`src/rtl/pwm_pkg.sv`:
```
// Package: shared register map constants and decode types for the
// shadowed PWM generator. Assumes 32-bit word-aligned register slots.
package pwm_pkg;

    // Global register byte offsets (low byte of the address)
    localparam logic [7:0] OFS_VERSION = 8'h04;
    localparam logic [7:0] OFS_SCRATCH = 8'h08;
    localparam logic [7:0] OFS_IDENT   = 8'h0C;
    localparam logic [7:0] OFS_CTRL    = 8'h10;
    localparam logic [7:0] OFS_CHCOUNT = 8'h14;
    localparam logic [7:0] OFS_MODE    = 8'h18;

    // Bit positions inside the control and mode words
    localparam int CTRL_HOLD_BIT  = 0;
    localparam int CTRL_LOAD_BIT  = 1;
    localparam int MODE_ALIGN_BIT = 1;

    // Width of the channel index field (address bits 5:2)
    localparam int IDX_W = 4;

    // Address bits 7:6 select the register bank
    typedef enum logic [1:0] {
        BANK_GLOBAL = 2'b00,
        BANK_PERIOD = 2'b01,
        BANK_HIGH   = 2'b10,
        BANK_PHASE  = 2'b11
    } bank_e;

endpackage

```
`src/rtl/pwm_regs.sv`:
```
// Module: pwm_regs
// Register decode, global control bits and the staged (shadow) channel
// settings. Reads are combinational. Assumes ADDR_W >= 8 and NUM_CH <= 16.
module pwm_regs
    import pwm_pkg::*;
#(
    parameter int          NUM_CH  = 4,
    parameter int          CNT_W   = 16,
    parameter int          DATA_W  = 32,
    parameter int          ADDR_W  = 8,
    parameter logic [31:0] IDENT   = 32'h601A_3471,
    parameter logic [31:0] VERSION = 32'h0001_0100
) (
    input  logic                          clk,
    input  logic                          rst_n,
    input  logic [ADDR_W-1:0]             bus_addr,
    input  logic                          bus_wr,
    input  logic [DATA_W-1:0]             bus_wdata,
    output logic [DATA_W-1:0]             bus_rdata,
    output logic                          hold,
    output logic                          align,
    output logic                          load_cmd,
    output logic [NUM_CH-1:0][CNT_W-1:0]  sh_period,
    output logic [NUM_CH-1:0][CNT_W-1:0]  sh_high,
    output logic [NUM_CH-1:0][CNT_W-1:0]  sh_phase
);

    logic              hi_ok;
    logic              aligned;
    bank_e             bank;
    logic [IDX_W-1:0]  ch_idx;
    logic              ch_ok;
    logic              glob_hit;
    logic [7:0]        low_ofs;
    logic [DATA_W-1:0] scratch;
    logic [CNT_W-1:0]  rd_ch_val;

    // Address field split and legality
    always_comb begin
        hi_ok    = ((bus_addr >> 8) == '0);
        aligned  = (bus_addr[1:0] == 2'b00);
        bank     = bank_e'(bus_addr[7:6]);
        ch_idx   = bus_addr[5:2];
        low_ofs  = bus_addr[7:0];
        ch_ok    = hi_ok && aligned && (bank != BANK_GLOBAL) && (32'(ch_idx) < NUM_CH);
        glob_hit = hi_ok && aligned && (bank == BANK_GLOBAL);
    end

    // Load command is a one-cycle pulse from a control write; nothing stores it
    assign load_cmd = bus_wr && glob_hit && (low_ofs == OFS_CTRL) && bus_wdata[CTRL_LOAD_BIT];

    // Global writable words: hold bit, align mode, scratch
    always_ff @(posedge clk) begin
        if (!rst_n) begin
            hold    <= 1'b1;
            align   <= 1'b0;
            scratch <= '0;
        end else if (bus_wr && glob_hit) begin
            if (low_ofs == OFS_CTRL)    hold    <= bus_wdata[CTRL_HOLD_BIT];
            if (low_ofs == OFS_MODE)    align   <= bus_wdata[MODE_ALIGN_BIT];
            if (low_ofs == OFS_SCRATCH) scratch <= bus_wdata;
        end
    end

    // Per-channel staged settings, one register set per channel
    for (genvar c = 0; c < NUM_CH; c++) begin : g_shadow
        logic sel;
        assign sel = bus_wr && ch_ok && (ch_idx == IDX_W'(c));

        // Capture a staged value for this channel
        always_ff @(posedge clk) begin
            if (!rst_n) begin
                sh_period[c] <= '0;
                sh_high[c]   <= '0;
                sh_phase[c]  <= '0;
            end else if (sel) begin
                case (bank)
                    BANK_PERIOD: sh_period[c] <= bus_wdata[CNT_W-1:0];
                    BANK_HIGH:   sh_high[c]   <= bus_wdata[CNT_W-1:0];
                    BANK_PHASE:  sh_phase[c]  <= bus_wdata[CNT_W-1:0];
                    default:     ;
                endcase
            end
        end
    end

    // Pick the staged value of the addressed channel
    always_comb begin
        rd_ch_val = '0;
        for (int c = 0; c < NUM_CH; c++) begin
            if (ch_idx == IDX_W'(c)) begin
                case (bank)
                    BANK_PERIOD: rd_ch_val = sh_period[c];
                    BANK_HIGH:   rd_ch_val = sh_high[c];
                    BANK_PHASE:  rd_ch_val = sh_phase[c];
                    default:     rd_ch_val = '0;
                endcase
            end
        end
    end

    // Read data multiplexer
    always_comb begin
        bus_rdata = '0;
        if (ch_ok) begin
            bus_rdata = DATA_W'(rd_ch_val);
        end else if (glob_hit) begin
            case (low_ofs)
                OFS_VERSION: bus_rdata = DATA_W'(VERSION);
                OFS_SCRATCH: bus_rdata = scratch;
                OFS_IDENT:   bus_rdata = DATA_W'(IDENT);
                OFS_CTRL:    bus_rdata = DATA_W'(hold);
                OFS_CHCOUNT: bus_rdata = DATA_W'(NUM_CH);
                OFS_MODE:    bus_rdata = DATA_W'({align, 1'b0});
                default:     bus_rdata = '0;
            endcase
        end
    end


    load_reads_zero_chk: assert property (@(posedge clk) disable iff (!rst_n)
        (glob_hit && low_ofs == OFS_CTRL) |-> (bus_rdata[CTRL_LOAD_BIT] == 1'b0));

endmodule

```
`src/rtl/pwm_load_ctrl.sv`:
```
// Module: pwm_load_ctrl
// Sequences the global load. It applies at once in align mode or while the
// core is held. Otherwise it waits for the common end of cycle across channels.
// Assumes load_cmd is a single-cycle pulse.
module pwm_load_ctrl (
    input  logic clk,
    input  logic rst_n,
    input  logic load_cmd,
    input  logic align,
    input  logic hold,
    input  logic all_end,
    output logic apply,
    output logic pending
);

    logic want;

    // Decide whether the staged settings move this cycle
    always_comb begin
        want  = load_cmd || pending;
        apply = want && (align || hold || all_end);
    end

    // Remember a load that is still waiting for the shared cycle end
    always_ff @(posedge clk) begin
        if (!rst_n) pending <= 1'b0;
        else        pending <= want && !apply;
    end


    align_no_wait_chk: assert property (@(posedge clk) disable iff (!rst_n)
        (load_cmd && align) |=> !pending);

endmodule

```
`src/rtl/pwm_channel.sv`:
```
// Module: pwm_channel
// One PWM channel: running settings, the cycle counter and the high-window
// compare. Assumes apply is asserted for a single cycle per load.
module pwm_channel #(
    parameter int CNT_W = 16
) (
    input  logic             clk,
    input  logic             rst_n,
    input  logic             hold,
    input  logic             apply,
    input  logic [CNT_W-1:0] sh_period,
    input  logic [CNT_W-1:0] sh_high,
    input  logic [CNT_W-1:0] sh_phase,
    output logic             pwm,
    output logic             at_end
);

    logic [CNT_W-1:0] act_period;
    logic [CNT_W-1:0] act_high;
    logic [CNT_W-1:0] act_phase;
    logic [CNT_W-1:0] cnt;
    logic [CNT_W:0]   stop;
    logic             last;

    // Running settings are copied from the staged ones only on apply
    always_ff @(posedge clk) begin
        if (!rst_n) begin
            act_period <= '0;
            act_high   <= '0;
            act_phase  <= '0;
        end else if (apply) begin
            act_period <= sh_period;
            act_high   <= sh_high;
            act_phase  <= sh_phase;
        end
    end

    // Last count of the cycle (a disabled channel always counts as ended)
    assign last   = (act_period == '0) || (cnt == act_period - 1'b1);
    assign at_end = last;

    // Cycle counter: cleared by hold or apply, wraps after period-1
    always_ff @(posedge clk) begin
        if (!rst_n)             cnt <= '0;
        else if (hold || apply) cnt <= '0;
        else if (last)          cnt <= '0;
        else                    cnt <= cnt + 1'b1;
    end

    // High window compare: phase <= cnt < phase + high
    always_comb begin
        stop = {1'b0, act_phase} + {1'b0, act_high};
        pwm  = !hold && (act_period != '0) && (cnt >= act_phase) && ({1'b0, cnt} < stop);
    end


    cnt_in_cycle_chk: assert property (@(posedge clk) disable iff (!rst_n)
        (act_period != '0) |-> (cnt < act_period));


    hold_clears_cnt_chk: assert property (@(posedge clk) disable iff (!rst_n)
        hold |=> (cnt == '0));


    staged_isolated_chk: assert property (@(posedge clk) disable iff (!rst_n)
        !apply |=> $stable({act_period, act_high, act_phase}));


    apply_restart_chk: assert property (@(posedge clk) disable iff (!rst_n)
        apply |=> (cnt == '0));

endmodule

```
`src/rtl/shadow_pwm_gen.sv`:
```
// Module: shadow_pwm_gen
// Top level: register port, load sequencer and one generated channel per
// output. Assumes a single clock domain and word-aligned register accesses.
module shadow_pwm_gen #(
    parameter int          NUM_CH  = 4,
    parameter int          CNT_W   = 16,
    parameter int          DATA_W  = 32,
    parameter int          ADDR_W  = 8,
    parameter logic [31:0] IDENT   = 32'h601A_3471,
    parameter logic [31:0] VERSION = 32'h0001_0100
) (
    input  logic              clk,
    input  logic              rst_n,
    input  logic [ADDR_W-1:0] bus_addr,
    input  logic              bus_wr,
    input  logic [DATA_W-1:0] bus_wdata,
    output logic [DATA_W-1:0] bus_rdata,
    output logic [NUM_CH-1:0] pwm_out
);

    logic                         hold;
    logic                         align;
    logic                         load_cmd;
    logic                         apply;
    logic                         pending;
    logic [NUM_CH-1:0]            ch_end;
    logic [NUM_CH-1:0][CNT_W-1:0] sh_period;
    logic [NUM_CH-1:0][CNT_W-1:0] sh_high;
    logic [NUM_CH-1:0][CNT_W-1:0] sh_phase;

    pwm_regs #(
        .NUM_CH (NUM_CH),
        .CNT_W  (CNT_W),
        .DATA_W (DATA_W),
        .ADDR_W (ADDR_W),
        .IDENT  (IDENT),
        .VERSION(VERSION)
    ) u_regs (
        .clk      (clk),
        .rst_n    (rst_n),
        .bus_addr (bus_addr),
        .bus_wr   (bus_wr),
        .bus_wdata(bus_wdata),
        .bus_rdata(bus_rdata),
        .hold     (hold),
        .align    (align),
        .load_cmd (load_cmd),
        .sh_period(sh_period),
        .sh_high  (sh_high),
        .sh_phase (sh_phase)
    );

    pwm_load_ctrl u_load (
        .clk     (clk),
        .rst_n   (rst_n),
        .load_cmd(load_cmd),
        .align   (align),
        .hold    (hold),
        .all_end (&ch_end),
        .apply   (apply),
        .pending (pending)
    );

    for (genvar c = 0; c < NUM_CH; c++) begin : g_ch
        pwm_channel #(.CNT_W(CNT_W)) u_ch (
            .clk      (clk),
            .rst_n    (rst_n),
            .hold     (hold),
            .apply    (apply),
            .sh_period(sh_period[c]),
            .sh_high  (sh_high[c]),
            .sh_phase (sh_phase[c]),
            .pwm      (pwm_out[c]),
            .at_end   (ch_end[c])
        );
    end


    hold_outputs_low_chk: assert property (@(posedge clk) disable iff (!rst_n)
        $past(hold) && hold |-> (pwm_out == '0));


    wait_keeps_pending_chk: assert property (@(posedge clk) disable iff (!rst_n)
        (pending && !align && !hold && !(&ch_end)) |=> pending);

endmodule

```
`config.mk`:
```
export PLATFORM = sky130hd
export DESIGN_NAME = shadow_pwm_gen
export DESIGN_NICKNAME = d
export VERILOG_FILES = /design/src/rtl/pwm_pkg.sv /design/src/rtl/pwm_regs.sv /design/src/rtl/pwm_load_ctrl.sv /design/src/rtl/pwm_channel.sv /design/src/rtl/shadow_pwm_gen.sv
export SDC_FILE = /design/constraint.sdc
export NUM_CORES = 1
export LEC_CHECK = 0
export BUFFER_PORTS_ARGS = -buffer_cell sky130_fd_sc_hd__buf_2
export CAP_MARGIN = 25
export CORE_ASPECT_RATIO = 1.4
export CORE_MARGIN = 1.5
export CORE_UTILIZATION = 30
export CTS_CLUSTER_DIAMETER = 80
export DETAILED_ROUTE_END_ITERATION = 8
export SYNTH_ARGS = -nofsm -noshare
export SYNTH_HDL_FRONTEND = slang
export SYNTH_SLANG_ARGS = --single-unit
export TNS_END_PERCENT = 20
```
`constraint.sdc`:
```
create_clock -name clk -period 4 [get_ports clk]
set_input_delay 0.6 -clock clk [delete_from_list [all_inputs] [get_ports clk]]
set_output_delay 0.6 -clock clk [all_outputs]
set_load 0.01 [all_outputs]
```
## Word-level counts from Yosys, hierarchy flattened

Cells that the tools add are included.

| operators by class | value |
|---|---|
| add/sub/neg operators | 12 |
| order comparisons | 9 |
| equality and inequality tests | 16 |
| mux-type cells | 11 |
| bitwise logic cells | 1 |
| reduce and logical (&&, ||, !) cells | 67 |

Operator list:

| cell | count |
|---|---|
| 16-bit one-hot mux with 3 select lines | 4 |
| 32-bit one-hot mux with 6 select lines | 1 |
| 16-bit by 16-bit adder with 17-bit output | 4 |
| 16-bit by 17-bit < comparator with 1-bit output | 4 |
| 16-bit by 1-bit adder with 16-bit output (second input constant) | 4 |
| 16-bit == test | 4 |
| 16-bit greater-or-equal comparator | 4 |
| 16-bit logical NOT | 4 |
| 16-bit 2-to-1 mux | 4 |
| 32-bit 2-to-1 mux | 2 |
| 16-bit nonzero test | 4 |
| 16-bit by 1-bit subtractor with 16-bit output (second input constant) | 4 |
| 2-bit AND reduction | 15 |
| 1-bit logical AND | 25 |
| 8-bit by 5-bit == test with 1-bit output (second input constant) | 3 |
| 8-bit by 4-bit == test with 1-bit output (second input constant) | 2 |
| 3-bit OR reduction | 4 |
| 4-bit by 2-bit == test with 1-bit output (second input constant) | 2 |
| 8-bit by 3-bit == test with 1-bit output (second input constant) | 1 |
| 1-bit logical OR | 8 |
| 2-bit == test (second input constant) | 2 |
| 4-bit by 1-bit == test with 1-bit output (second input constant) | 1 |
| 2-bit logical NOT | 2 |
| 4-bit logical NOT | 1 |
| other kinds (6) | 7 |

| word-level totals | value |
|---|---|
| register bits | 483 |
| logic and storage cells | 148 |

## Depth between registers and ports, before layout

Gate-level depths: netlist of run 1.

| depth | value |
|---|---|
| depth in word-level cells | 9 |
| depth in mapped cells | 20 |
| depth with buffers taken out | 19 |

## Hierarchy

From an unflattened synthesis of run 1, not the netlist that was laid out.

| unflattened totals | value |
|---|---|
| cell total of the unflattened synthesis | 3108 |
| area, all modules | 28645.0 µm² |

By module, submodules not included:

| module | times used | cells an instance | area an instance (µm²) | seq. area each (µm²) |
|---|---|---|---|---|
| pwm_regs | 1 | 1123 | 10766.6 | 4524.3 |
| pwm_channel at g_ch[0].u_ch ... | 2 | 498 | 4488.1 | 1281.2 |
| pwm_channel at g_ch[3].u_ch | 1 | 499 | 4469.3 | 1281.2 |
| pwm_channel at g_ch[1].u_ch | 1 | 485 | 4383.0 | 1281.2 |
| pwm_load_ctrl | 1 | 4 | 41.3 | 20.0 |
| shadow_pwm_gen | 1 | 1 | 8.8 | 0.0 |

## Worst setup path after synthesis of run 1

OpenSTA, ideal clock, no wires.

| timing | value |
|---|---|
| kind | register to output |
| from | register g_ch[3].u_ch.act_phase[0] |
| to | output pwm_out[3] |
| data arrival time | 3544 ps |
| slack | -144 ps |
| cell stages (with the launch flop) | 20 |
| path buffers | 1 |
| path through | dfxtp_1 ha_1 inv_1 fa_1 inv_1 a21oi_1 o21bai_1 a21o_1 a31o_2 nand4_1 a31oi_1 a221oi_1 xor2_1 ha_1 o2111ai_1 nor2_1 a2111oi_0 a21oi_1 a2111oi_0 buf_4 |

| on the way | value |
|---|---|
| cells in the longest elaborated chain, start to end | 3 |
| elaborated cells between the ends (all ways) | 5 |
| those cells by class | add/sub: 1; order compare: 2; reduce/logical: 2 |

Ends and longest elaborated chain:

| element | RTL line | RTL |
|---|---|---|
| start, declared | pwm_channel.sv:20 | `logic [CNT_W-1:0] act_phase;` |
| start signal, assigned | pwm_channel.sv:34 | `act_phase <= sh_phase;` |
| 16-bit by 16-bit adder with 17-bit output or 16-bit greater-or-equal comparator (tied branches) | pwm_channel.sv:52, pwm_channel.sv:53 |  |
| 16-bit by 17-bit < comparator with 1-bit output or 1-bit logical AND (tied branches) | pwm_channel.sv:53 | `pwm = !hold && (act_period != '0) && (cnt >= act_phase) && ({1'b0, cnt} < stop);` |
| 1-bit logical AND * | pwm_channel.sv:53 |  |
| end, declared | shadow_pwm_gen.sv:18 | `output logic [NUM_CH-1:0] pwm_out` |

Every way passes the cells marked *; elsewhere a longest branch is shown, timed or not.

## Worst setup path after layout of run 1

| timing | value |
|---|---|
| from | register g_ch[3].u_ch.act_high[0] |
| to | output pwm_out[3] |

| on the way | value |
|---|---|
| cells in the longest elaborated chain, start to end | 3 |

Ends and longest elaborated chain:

| element | RTL line | RTL |
|---|---|---|
| start, declared | pwm_channel.sv:19 | `logic [CNT_W-1:0] act_high;` |
| start signal, assigned | pwm_channel.sv:33 | `act_high <= sh_high;` |
| 16-bit by 16-bit adder with 17-bit output | pwm_channel.sv:52 | `stop = {1'b0, act_phase} + {1'b0, act_high};` |
| 16-bit by 17-bit < comparator with 1-bit output | pwm_channel.sv:53 |  |
| 1-bit logical AND | pwm_channel.sv:53 |  |

Every way passes these cells.

==> results of run 1 <==
## worst register-to-register path, cell delays in order, from the launching register on
cell and delay [ns]:
dfxtp_1 0.42, nor4_1 0.56, and4_1 0.33, a211oi_1 0.10
nor3_1 0.19, a31oi_1 0.07, o41ai_1 0.57, buf_4 0.23
a41oi_1 0.18, a21oi_4 0.27, buf_12 0.23, buf_12 0.23
nand3_1 0.15, o21ai_1 0.12
## synthesized netlist by cell type, types with 20 or more instances
cell / instances
nand3_1: 254
nand2_1: 722
o22ai_1: 23
a22oi_1: 49
ha_1: 200
a21o_1: 30
nand4_1: 21
o21ai_1: 149
a221oi_1: 20
mux2_2: 67
and2_1: 20
o21ai_0: 122
clkbuf_1: 178
nor3_1: 46
inv_1: 115
xor2_1: 89
a21boi_0: 230
xnor2_1: 92
nor2_1: 168
a21oi_1: 96
dfxtp_1: 483
and3_1: 23
## kinds of logic after synthesis
family / after synthesis / synth area share, %
and+or+nand+nor: 1361 / 22.0
AOI/OAI and AO/OA: 835 / 19.6
DFF: 483 / 35.0
buffers and inverters: 341 / 5.30
adders and majority gates: 204 / 9.35
xor gates and xnor gates: 181 / 5.74
muxes: 76 / 3.06
## flip-flops by register name (all words and copies together), names as in the netlist
register              flops
u_regs.sh_period         64
u_regs.sh_phase          64
g_ch.u_ch.act_high       64
u_regs.align              1
g_ch.u_ch.cnt            64
u_load.pending            1
u_regs.hold               1
u_regs.scratch           32
u_regs.sh_high           64
g_ch.u_ch.act_phase      64
g_ch.u_ch.act_period     64
## power breakdown
group / leakage (µW) / internal, µW / switching [µW] / total (µW)
clock network: 0.000908 / 3190 / 2160 / 5350
logic: 0.00685 / 89.0 / 261 / 350
registers: 0.00389 / 4810 / 0.743 / 4810
total: 0.0117 / 8090 / 2420 / 10500
## timing repair
item / 4_1_cts / 5_1_grt
hold buffers: 0 / 0
endpoints found under the setup margin: 4 / 180
buffers inserted: 2 / 7
resized for setup: 22 / 87
pin swaps: 17 / 67
## cell type report
class | instances | area share, %
Timing Repair Buffer | 216 | 5.12
Clock buffer | 73 | 4.75
Antenna cell | 2 | 0.0156
Tap cell | 1197 | 4.67
Clock inverter | 23 | 1.13
Inverter | 115 | 1.35
Multi-Input combinational cell | 2657 | 52.8
Sequential cell | 483 | 30.2
## layer usage
layer | global-route usage (%) | wire, µm | vias up | share of wire (%)
met4 | 7.50 | 3610 | 6 | 4.3
met2 | 31.4 | 42100 | 608 | 50
met3 | 3.24 | 4860 | 186 | 5.8
met5 | 0 | 43 | - | 0.051
met1 | 20.2 | 33500 | 11500 | 40
li1 | - | - | 12200 | -
## stage by stage
stage,instances,cell area [µm²],power (µW),utilization (%)
2_1_floorplan,3481,27700,5120,-
6_report,4766,32100,10500,35.2
4_1_cts,4760,31700,10600,34.8
3_3_place_gp,4662,29700,5260,32.6
3_5_place_dp,4662,29700,5260,32.6
5_1_grt,4764,32100,10800,35.2
## placed cells by master, fill, tap and decap left out, types with 9 or more instances in the layout
master     instances
nand2b_1          12
inv_1            110
o22ai_1           23
a21boi_0         228
xnor2_1           91
buf_12            14
a21o_1            30
a221oi_1          18
and2_1            20
clkbuf_16         55
nand2_1          722
xor2_1            89
a21oi_2           11
mux2i_1            9
buf_4            119
o21ai_1          158
a31oi_1           12
and3_1            23
nand4_1           21
a21oi_1           85
nor2b_1           15
dfxtp_1          471
o21ai_0          108
nor3_1            42
a211oi_1          10
a22oi_1           49
or2_2              9
mux2_2            67
o2111ai_1         10
o21a_1            14
dfxtp_2           11
clkbuf_1          10
buf_2             75
nor2_1           166
nand3_1          254
ha_1             191
nor4_1            13
## how the worst max path moves through the flow
stage,slack (ns),endpoint,cells past startpoint,startpoint
2_1_floorplan,-0.000004,pwm_out[3],19,g_ch[3].u_ch.act_phase[0]
4_1_cts,-1.01,pwm_out[3],20,g_ch[3].u_ch.act_phase[0]
3_5_place_dp,-0.61,pwm_out[3],20,g_ch[3].u_ch.act_high[0]
3_3_place_gp,-0.49,pwm_out[3],20,g_ch[3].u_ch.act_high[0]
6_report,-0.92,pwm_out[3],18,g_ch[3].u_ch.act_high[0]
5_1_grt,-1.14,pwm_out[3],18,g_ch[3].u_ch.act_high[0]
==> results_dict.tcl, run 1 <==
set metrics [dict create \
    critPathArrivalTime_ns 4.32 \
    r2r_slack_ns 0.29 \
    fin_crit_sh_pct 123 \
    period_needed_ns 4.92 \
    crit_slowest_cell "a2111oi_4" \
    status "complete, but fails checks" \
    synth_cells 3481 \
    crit_family "compound AO/OA/AOI/OAI gates" \
    worstHoldStart "bus_wdata[22]" \
    layout.nets 3774 \
    synth_top_area_share_pct 35.0 \
    synth_area_um2 27600 \
    rows 131 \
    io_buffers 78 \
    max-cap-violations 0 \
    hold_class "in2reg" \
    coreArea_um2 91100 \
    fill_cells 9555 \
    synth_edf_count 0 \
    grt_use_total_pct 17.5 \
    leakage_uw 0.0117 \
    critPathBufInv 4 \
    cp_slowest_stage_delay_ns 0.45 \
    whs_endpoint "u_regs.scratch[22]" \
    timing.final.ws_setup_ns -0.924 \
    skew_ns 0.0319 \
    die_width_um 259 \
    drv_slew 0 \
    cts-root-buf "clkbuf_16" \
    rsz0062_at_grt "yes" \
    num_vias 24400 \
    ir_worst_vdd_v 0.000288 \
    yosysSeqAreaShare_pct 35.0 \
    whs_ns 0.223 \
    powerDensity_nw_per_um2 328 \
    clk_pin_slew_ns 0.06 \
    cts_sinks 483 \
    endpoint_kind "primary output" \
    dp_hpwl_mm 60.5 \
    ys_warn_count 0 \
    synth-seq-cells 483 \
    path_max_fanout 2 \
    area_delta_synth_final_pct 16.1 \
    die-height_um 362 \
    ctsHtreeMaxLevel 2 \
    hold_viol 0 \
    path_class "reg2out" \
    violations "setup timing" \
    routabilityCongestion 0.903 \
    pin_count 79 \
    antenna_found_initial 5 \
    cp_data_required_time_ns 3.40 \
    finalSetupViolations 4 \
    drt-pass1-iter-count 6 \
    synth_cell_types 80 \
    hold_path_depth 3 \
    clockBufferDepth 3 \
    ant_nets 0 \
    async_flop_share_pct 0 \
    yosysTopAreaCell "dfxtp_1" \
    initial_core_util_pct 30.3 \
    place_ws_ns -0.613 \
    synth_area_per_cell_um2 7.93 \
    ys.flop_type "dfxtp_1" \
    path_cells "ha_4, inv_2, fa_2, inv_2, a21oi_2, o21bai_2, a21o_1, a31o_2, nand4_1, a31oi_2, a221oi_2, xor2_1, ha_1, buf_6, a2111oi_4, a21oi_2, a2111oi_4, buf_6" \
    seqCellArea_um2 9690 \
    tightest_slew_ns 0.846 \
    routed_wl_mm 84.1 \
    avgViaCountPerCell 5.12 \
    grt_pass1_vias 23300 \
    drt_iter0_drc 1559 \
    drc_errors 0 \
    grt_max_degree 171 \
    die_area_um2 93900 \
    drive_above_1_share_pct 13.3 \
    rr_endpoint "g_ch[1].u_ch.act_phase[14]" \
    cts_tree "done" \
    timing.fmax_ghz 0.203 \
    grt_pass1_wl_mm 131 \
    ff2ff_path_depth 13 \
    numCtsBuffers 54 \
    slew_headroom_pct 42.2 \
    syn_nets 3728 \
    critPathLaunchType "register" \
    clk_latency_ns 0.65 \
    multi_input_area_um2 16900 \
    setup_tns_ns -2.62 \
    routedWlPerCell_um 17.6 \
    grt_overflow 0 \
    reg2reg_from "g_ch[0].u_ch.act_period[7]" \
    synth_area_leaders "dfxtp_1, nand2_1, ha_1" \
]
Note: power is estimated with default switching activity, not from simulation.
==> inputs of run 2 (changes only) <==
--- a/config.mk
+++ b/config.mk
@@ -5,13 +5,13 @@
 export SDC_FILE = /design/constraint.sdc
 export NUM_CORES = 1
 export LEC_CHECK = 0
-export BUFFER_PORTS_ARGS = -buffer_cell sky130_fd_sc_hd__buf_2
+export BUFFER_PORTS_ARGS = -buffer_cell sky130_fd_sc_hd__buf_4
 export CAP_MARGIN = 25
 export CORE_ASPECT_RATIO = 1.4
-export CORE_MARGIN = 1.5
 export CORE_UTILIZATION = 30
 export CTS_CLUSTER_DIAMETER = 80
 export DETAILED_ROUTE_END_ITERATION = 8
+export SKIP_CTS_REPAIR_TIMING = 1
 export SYNTH_ARGS = -nofsm -noshare
 export SYNTH_HDL_FRONTEND = slang
 export SYNTH_SLANG_ARGS = --single-unit
==> run 2 against run 1 <==
The flow still finishes with violations (setup timing). Utilization rose by 0.096 points. Power decreased by 2.5%. Count of clock-buffer cells in the layout decreased by 2. Wire length increased by 1.3%. Critical path type unchanged. Critical endpoint unchanged. Largest power group unchanged.
==> results_dict.tcl, run 2 (synthesis results as in run 1) <==
set metrics [dict create \
    status "complete, but fails checks" \
    violations "setup timing" \
    timing.final.ws_setup_ns -0.857 \
    seqCellArea_um2 9680 \
    drt-pass1-iter-count 6 \
    path_class "reg2out" \
    layout.nets 3780 \
    leakage_uw 0.0117 \
    critPathArrivalTime_ns 4.26 \
    cts_tree "done" \
    clockBufferDepth 3 \
    drt_iter0_drc 1719 \
    mostFrequentLayoutCells "nand2_1, dfxtp_1, nand3_1, a21boi_0, buf_4" \
    avgViaCountPerCell 5.16 \
    antenna_found_initial 2 \
    routed_wl_mm 85.2 \
    max-cap-violations 0 \
    area_delta_synth_final_pct 16.5 \
    initial_core_util_pct 30.3 \
    cp_data_required_time_ns 3.40 \
    timing.fmax_ghz 0.206 \
    fill_cells 9597 \
    drc_errors 0 \
    num_vias 24600 \
    diodes 0 \
    stdcell_count 4770 \
    grt_pass1_vias 23300 \
    coreArea_um2 91100 \
    skew_ns 0.0258 \
    ff2ff_path_depth 15 \
    ant_nets 0 \
    hold_path_depth 3 \
    numCtsBuffers 52 \
    rsz0062_at_grt "yes" \
    die-height_um 361 \
    place_ws_ns -0.756 \
    setup_tns_ns -2.59 \
    endpoint_kind "primary output" \
    routedWlPerCell_um 17.9 \
    io_buffers 78 \
    multi_input_area_um2 16900 \
    dp_hpwl_mm 60.6 \
    grt_overflow 0 \
    slew_headroom_pct 25.7 \
    drv_slew 0 \
    hold_viol 0 \
    tightest_slew_ns 1.11 \
    dp_cells 4664 \
    path_max_fanout 2 \
    routabilityCongestion 0.897 \
    final_common_cell "nand2_1" \
    drive_above_1_share_pct 13.3 \
    period_needed_ns 4.86 \
    hold_class "in2reg" \
    pin_count 79 \
    ctsHtreeMaxLevel 2 \
    grt_pass1_wl_mm 132 \
    clk_latency_ns 0.62 \
    powerDensity_nw_per_um2 319 \
    fin_crit_sh_pct 121 \
    die_width_um 258 \
    cts-root-buf "clkbuf_16" \
    rows 131 \
    die_area_um2 93300 \
    grt_use_total_pct 17.8 \
    ir_worst_vdd_v 0.000342 \
    clk_pin_slew_ns 0.06 \
    finalSetupViolations 4 \
    critPathLaunchType "register" \
    cts_sinks 483 \
    grt_max_degree 162 \
]
## run 2: changes by cell type in the layout (fill, tap and decap cells not counted), sizes merged
cell / delta
buf: +7
bufinv: -3
clkinv: +5
clkinvlp: -1
diode: -2
inv: -1
clkbuf: -1
## run 2: cell type report
| type | instances | share of cell area, % |
|---|---|---|
| Multi-Input combinational cell | 2657 | 52.4 |
| Inverter | 115 | 1.34 |
| Clock buffer | 71 | 4.68 |
| Timing Repair Buffer | 224 | 5.98 |
| Tap cell | 1197 | 4.66 |
| Clock inverter | 23 | 0.833 |
| Sequential cell | 483 | 30.1 |
## run 2: metrics by stage
step           power (µW)  utilization [%]  instance area (µm²)  hold WS [ns]
2_1_floorplan        5120                -                27700         0.432
3_3_place_gp         5270             32.9                30000         0.442
3_5_place_dp         5270             32.9                30000         0.445
4_1_cts             10300             34.8                31700         0.207
5_1_grt             10500             35.3                32200         0.228
6_report            10200             35.3                32200         0.242
## run 2: final timing paths
path	endpoint	startpoint	slack, ns
min reg2reg	g_ch[0].u_ch.act_high[14]	g_ch[0].u_ch.act_high[14]	0.45
min	u_regs.scratch[19]	bus_wdata[19]	0.24
max	pwm_out[3]	g_ch[3].u_ch.act_high[0]	-0.86
max reg2reg	g_ch[0].u_ch.act_phase[1]	g_ch[1].u_ch.act_period[0]	0.21
## run 2: critical path, stage by stage (launching register included)
cell       delay (ns)
dfxtp_4          0.36
ha_4             0.14
inv_2            0.04
fa_2             0.36
inv_2            0.06
a21oi_2          0.04
o21bai_1         0.20
a21o_1           0.18
a31o_2           0.16
nand4_1          0.13
a31oi_2          0.20
a221oi_2         0.09
xor2_1           0.17
ha_1             0.35
o2111ai_2        0.13
nor2_2           0.08
a2111oi_4        0.23
a21oi_2          0.12
a2111oi_4        0.38
buf_4            0.19
## run 2: routing by layer
layer  up-vias  GRT usage, %  part of all wire, %  wire length, µm
met2       604          31.6                   50            42300
li1      12200             -                    -                -
met3       199          2.54                  4.9             4160
met4         4          8.45                  4.8             4080
met1     11600          20.7                   41            34600
met5         -             0                0.032               27
## run 2: report_power, final
| part | switching, µW | total, µW | internal (µW) | leakage (µW) |
|---|---|---|---|---|
| Sequential | 0.636 | 4810 | 4810 | 0.00389 |
| Clock | 2120 | 5080 | 2960 | 0.000870 |
| Combinational | 260 | 360 | 100 | 0.00691 |
==> inputs of run 3 (changes only) <==
==> constraint.sdc (replaced) <==
create_clock -name clk -period 4.55 [get_ports clk]
set_input_delay 0.6825 -clock clk [delete_from_list [all_inputs] [get_ports clk]]
set_output_delay 0.6825 -clock clk [all_outputs]
set_load 0.01 [all_outputs]
==> run 3 against run 2 <==
The run still ends with setup timing left. Global-route usage shrank 0.13 points. Clock skew increased by 0.0053 ns. Combinational power fell by 13%. Count of clock-buffer cells in the layout is 4 higher. Cell count shrank 1.5%. Worst hold slack better by 0.070 ns. Worst setup slack better by 0.32 ns. Clock power is 7.3% lower. Non-clock buffer count fell by 76. Wire length fell by 1.8%. Sequential power shrank 12%. Critical path type unchanged. Highest routed layer unchanged.
==> results_dict.tcl, run 3 (synthesis results as in run 1) <==
set metrics [dict create \
    status "complete, but fails checks" \
    violations "setup timing" \
    drc_errors 0 \
    grt_pass1_vias 23000 \
    grt_max_degree 208 \
    grt_use_total_pct 17.6 \
    whs_ns 0.312 \
    endpoint_kind "primary output" \
    path_max_fanout 2 \
    max-cap-violations 0 \
    ir_worst_vdd_v 0.000270 \
    pin_count 79 \
    drive_above_1_share_pct 10.5 \
    clk_pin_slew_ns 0.06 \
    dp_hpwl_mm 59.1 \
    fin_crit_sh_pct 112 \
    final_design_area_no_fill_um2 31500 \
    slew_headroom_pct 30.7 \
    leakage_uw 0.0113 \
    path_class "reg2out" \
    routed_wl_mm 83.7 \
    area_delta_synth_final_pct 13.9 \
    num_vias 24000 \
    drt_iter0_drc 1593 \
    grt_overflow 0 \
    routabilityCongestion 0.876 \
    ff2ff_path_depth 14 \
    hold_viol 0 \
    timing.final.ws_setup_ns -0.540 \
    dp_cells 4596 \
    ant_nets 0 \
    drv_slew 0 \
    rsz0062_at_grt "yes" \
    crit_slowest_cell "a2111oi_4" \
    antenna_found_initial 1 \
    numCtsBuffers 54 \
    die_width_um 258 \
    worstHoldStart "bus_wdata[30]" \
    cts-root-buf "clkbuf_16" \
    clk_latency_ns 0.63 \
    critPathArrivalTime_ns 4.41 \
    fill_cells 9660 \
    grt_pass1_wl_mm 131 \
    mostFrequentLayoutCells "nand2_1, dfxtp_1, nand3_1, a21boi_0, ha_1" \
    powerDensity_nw_per_um2 294 \
    crit_family "compound AO/OA/AOI/OAI gates" \
    seqCellArea_um2 9670 \
    cts_sinks 483 \
    hold_class "in2reg" \
    path_cells "ha_4, inv_2, fa_2, inv_2, a21oi_2, o21bai_1, a21o_1, a31o_2, nand4_1, a31oi_2, a221oi_2, xor2_1, ha_1, o2111ai_2, nor2_1, a2111oi_4, a21oi_2, a2111oi_4, buf_4, buf_6" \
    period_needed_ns 5.09 \
    avgViaCountPerCell 5.11 \
    place_ws_ns -0.356 \
    layout.nets 3706 \
    critPathBufInv 4 \
    die_area_um2 93300 \
    ctsHtreeMaxLevel 2 \
    placed_area_um2 29300 \
    cts_tree "done" \
    stdcell_count 4700 \
    critPathLaunchType "register" \
    die-height_um 361 \
    routedWlPerCell_um 17.8 \
    reg2reg_from "g_ch[1].u_ch.act_period[0]" \
    io_buffers 78 \
    initial_core_util_pct 30.3 \
    skew_ns 0.0312 \
    coreArea_um2 91100 \
    finalSetupViolations 4 \
    clockBufferDepth 3 \
    whs_endpoint "u_regs.scratch[30]" \
    multi_input_area_um2 16700 \
    tightest_slew_ns 1.01 \
    cp_data_required_time_ns 3.87 \
    drt-pass1-iter-count 5 \
    final_common_cell "nand2_1" \
    rr_endpoint "g_ch[1].u_ch.act_high[12]" \
    timing.fmax_ghz 0.196 \
    setup_tns_ns -1.32 \
    hold_path_depth 3 \
    r2r_slack_ns 0.54 \
    rows 131 \
    cp_slowest_stage_delay_ns 0.40 \
]
## run 3: changes by cell type in the layout (fill, tap and decap cells not counted), moves of 4 or more
cell and delta:
a211oi_1 +5, a211oi_2 -5, a21oi_1 +7, a21oi_2 -7, buf_12 -7, buf_4 -69, dfxtp_1 +7, dfxtp_2 -6
ha_1 +5, ha_4 -4, o21ai_0 +10, o21ai_1 -7
## run 3: through the flow
stage / utilization, % / total power (µW)
4_1_cts: 34.3 / 9320
3_5_place_dp: 32.2 / 4630
2_1_floorplan: - / 4500
6_report: 34.5 / 9250
5_1_grt: 34.5 / 9500
3_3_place_gp: 32.2 / 4630
## run 3: report_power, final
group          switching (µW)  total (µW)  internal (µW)  leakage, µW
Combinational             229         314           84.2      0.00648
Clock                    1910        4710           2790     0.000936
Sequential              0.574        4230           4230      0.00389
## run 3: worst register-to-register path, cell delays in order, from the launching register on
cell	delay (ns)
dfxtp_1	0.49
inv_1	0.11
ha_1	0.26
nor4b_1	0.17
and3_1	0.19
nor4_1	0.25
o2111ai_1	0.15
or4_1	0.54
o21ai_1	0.37
a41oi_1	0.27
a21oi_4	0.28
buf_12	0.32
buf_4	0.36
nand3_1	0.08
o21ai_0	0.12
## run 3: per-layer routing
metal,GRT usage (%),vias up,wire [µm]
li1,-,12000,-
met1,20.5,11300,34200
met2,31.7,583,42000
met3,2.90,154,4260
met4,7.08,2,3240
met5,0,-,11
## run 3: worst max path at each step
stage / start / endpoint / depth (start not counted)
after floorplan: g_ch[3].u_ch.act_phase[0] / pwm_out[3] / 19
after CTS: g_ch[3].u_ch.act_phase[0] / pwm_out[3] / 20
final: g_ch[3].u_ch.act_high[0] / pwm_out[3] / 20
after global routing: g_ch[3].u_ch.act_high[0] / pwm_out[3] / 20
after global placement: g_ch[3].u_ch.act_phase[0] / pwm_out[3] / 20
after detailed placement: g_ch[3].u_ch.act_phase[0] / pwm_out[3] / 20
## run 3: layout make-up
cell class / count / share of cell area, %
Multi-Input combinational cell: 2657 / 53.0
Sequential cell: 483 / 30.7
Clock buffer: 75 / 5.19
Tap cell: 1197 / 4.76
Timing Repair Buffer: 148 / 3.98
Inverter: 115 / 1.37
Clock inverter: 24 / 0.903
Antenna cell: 1 / 0.00795
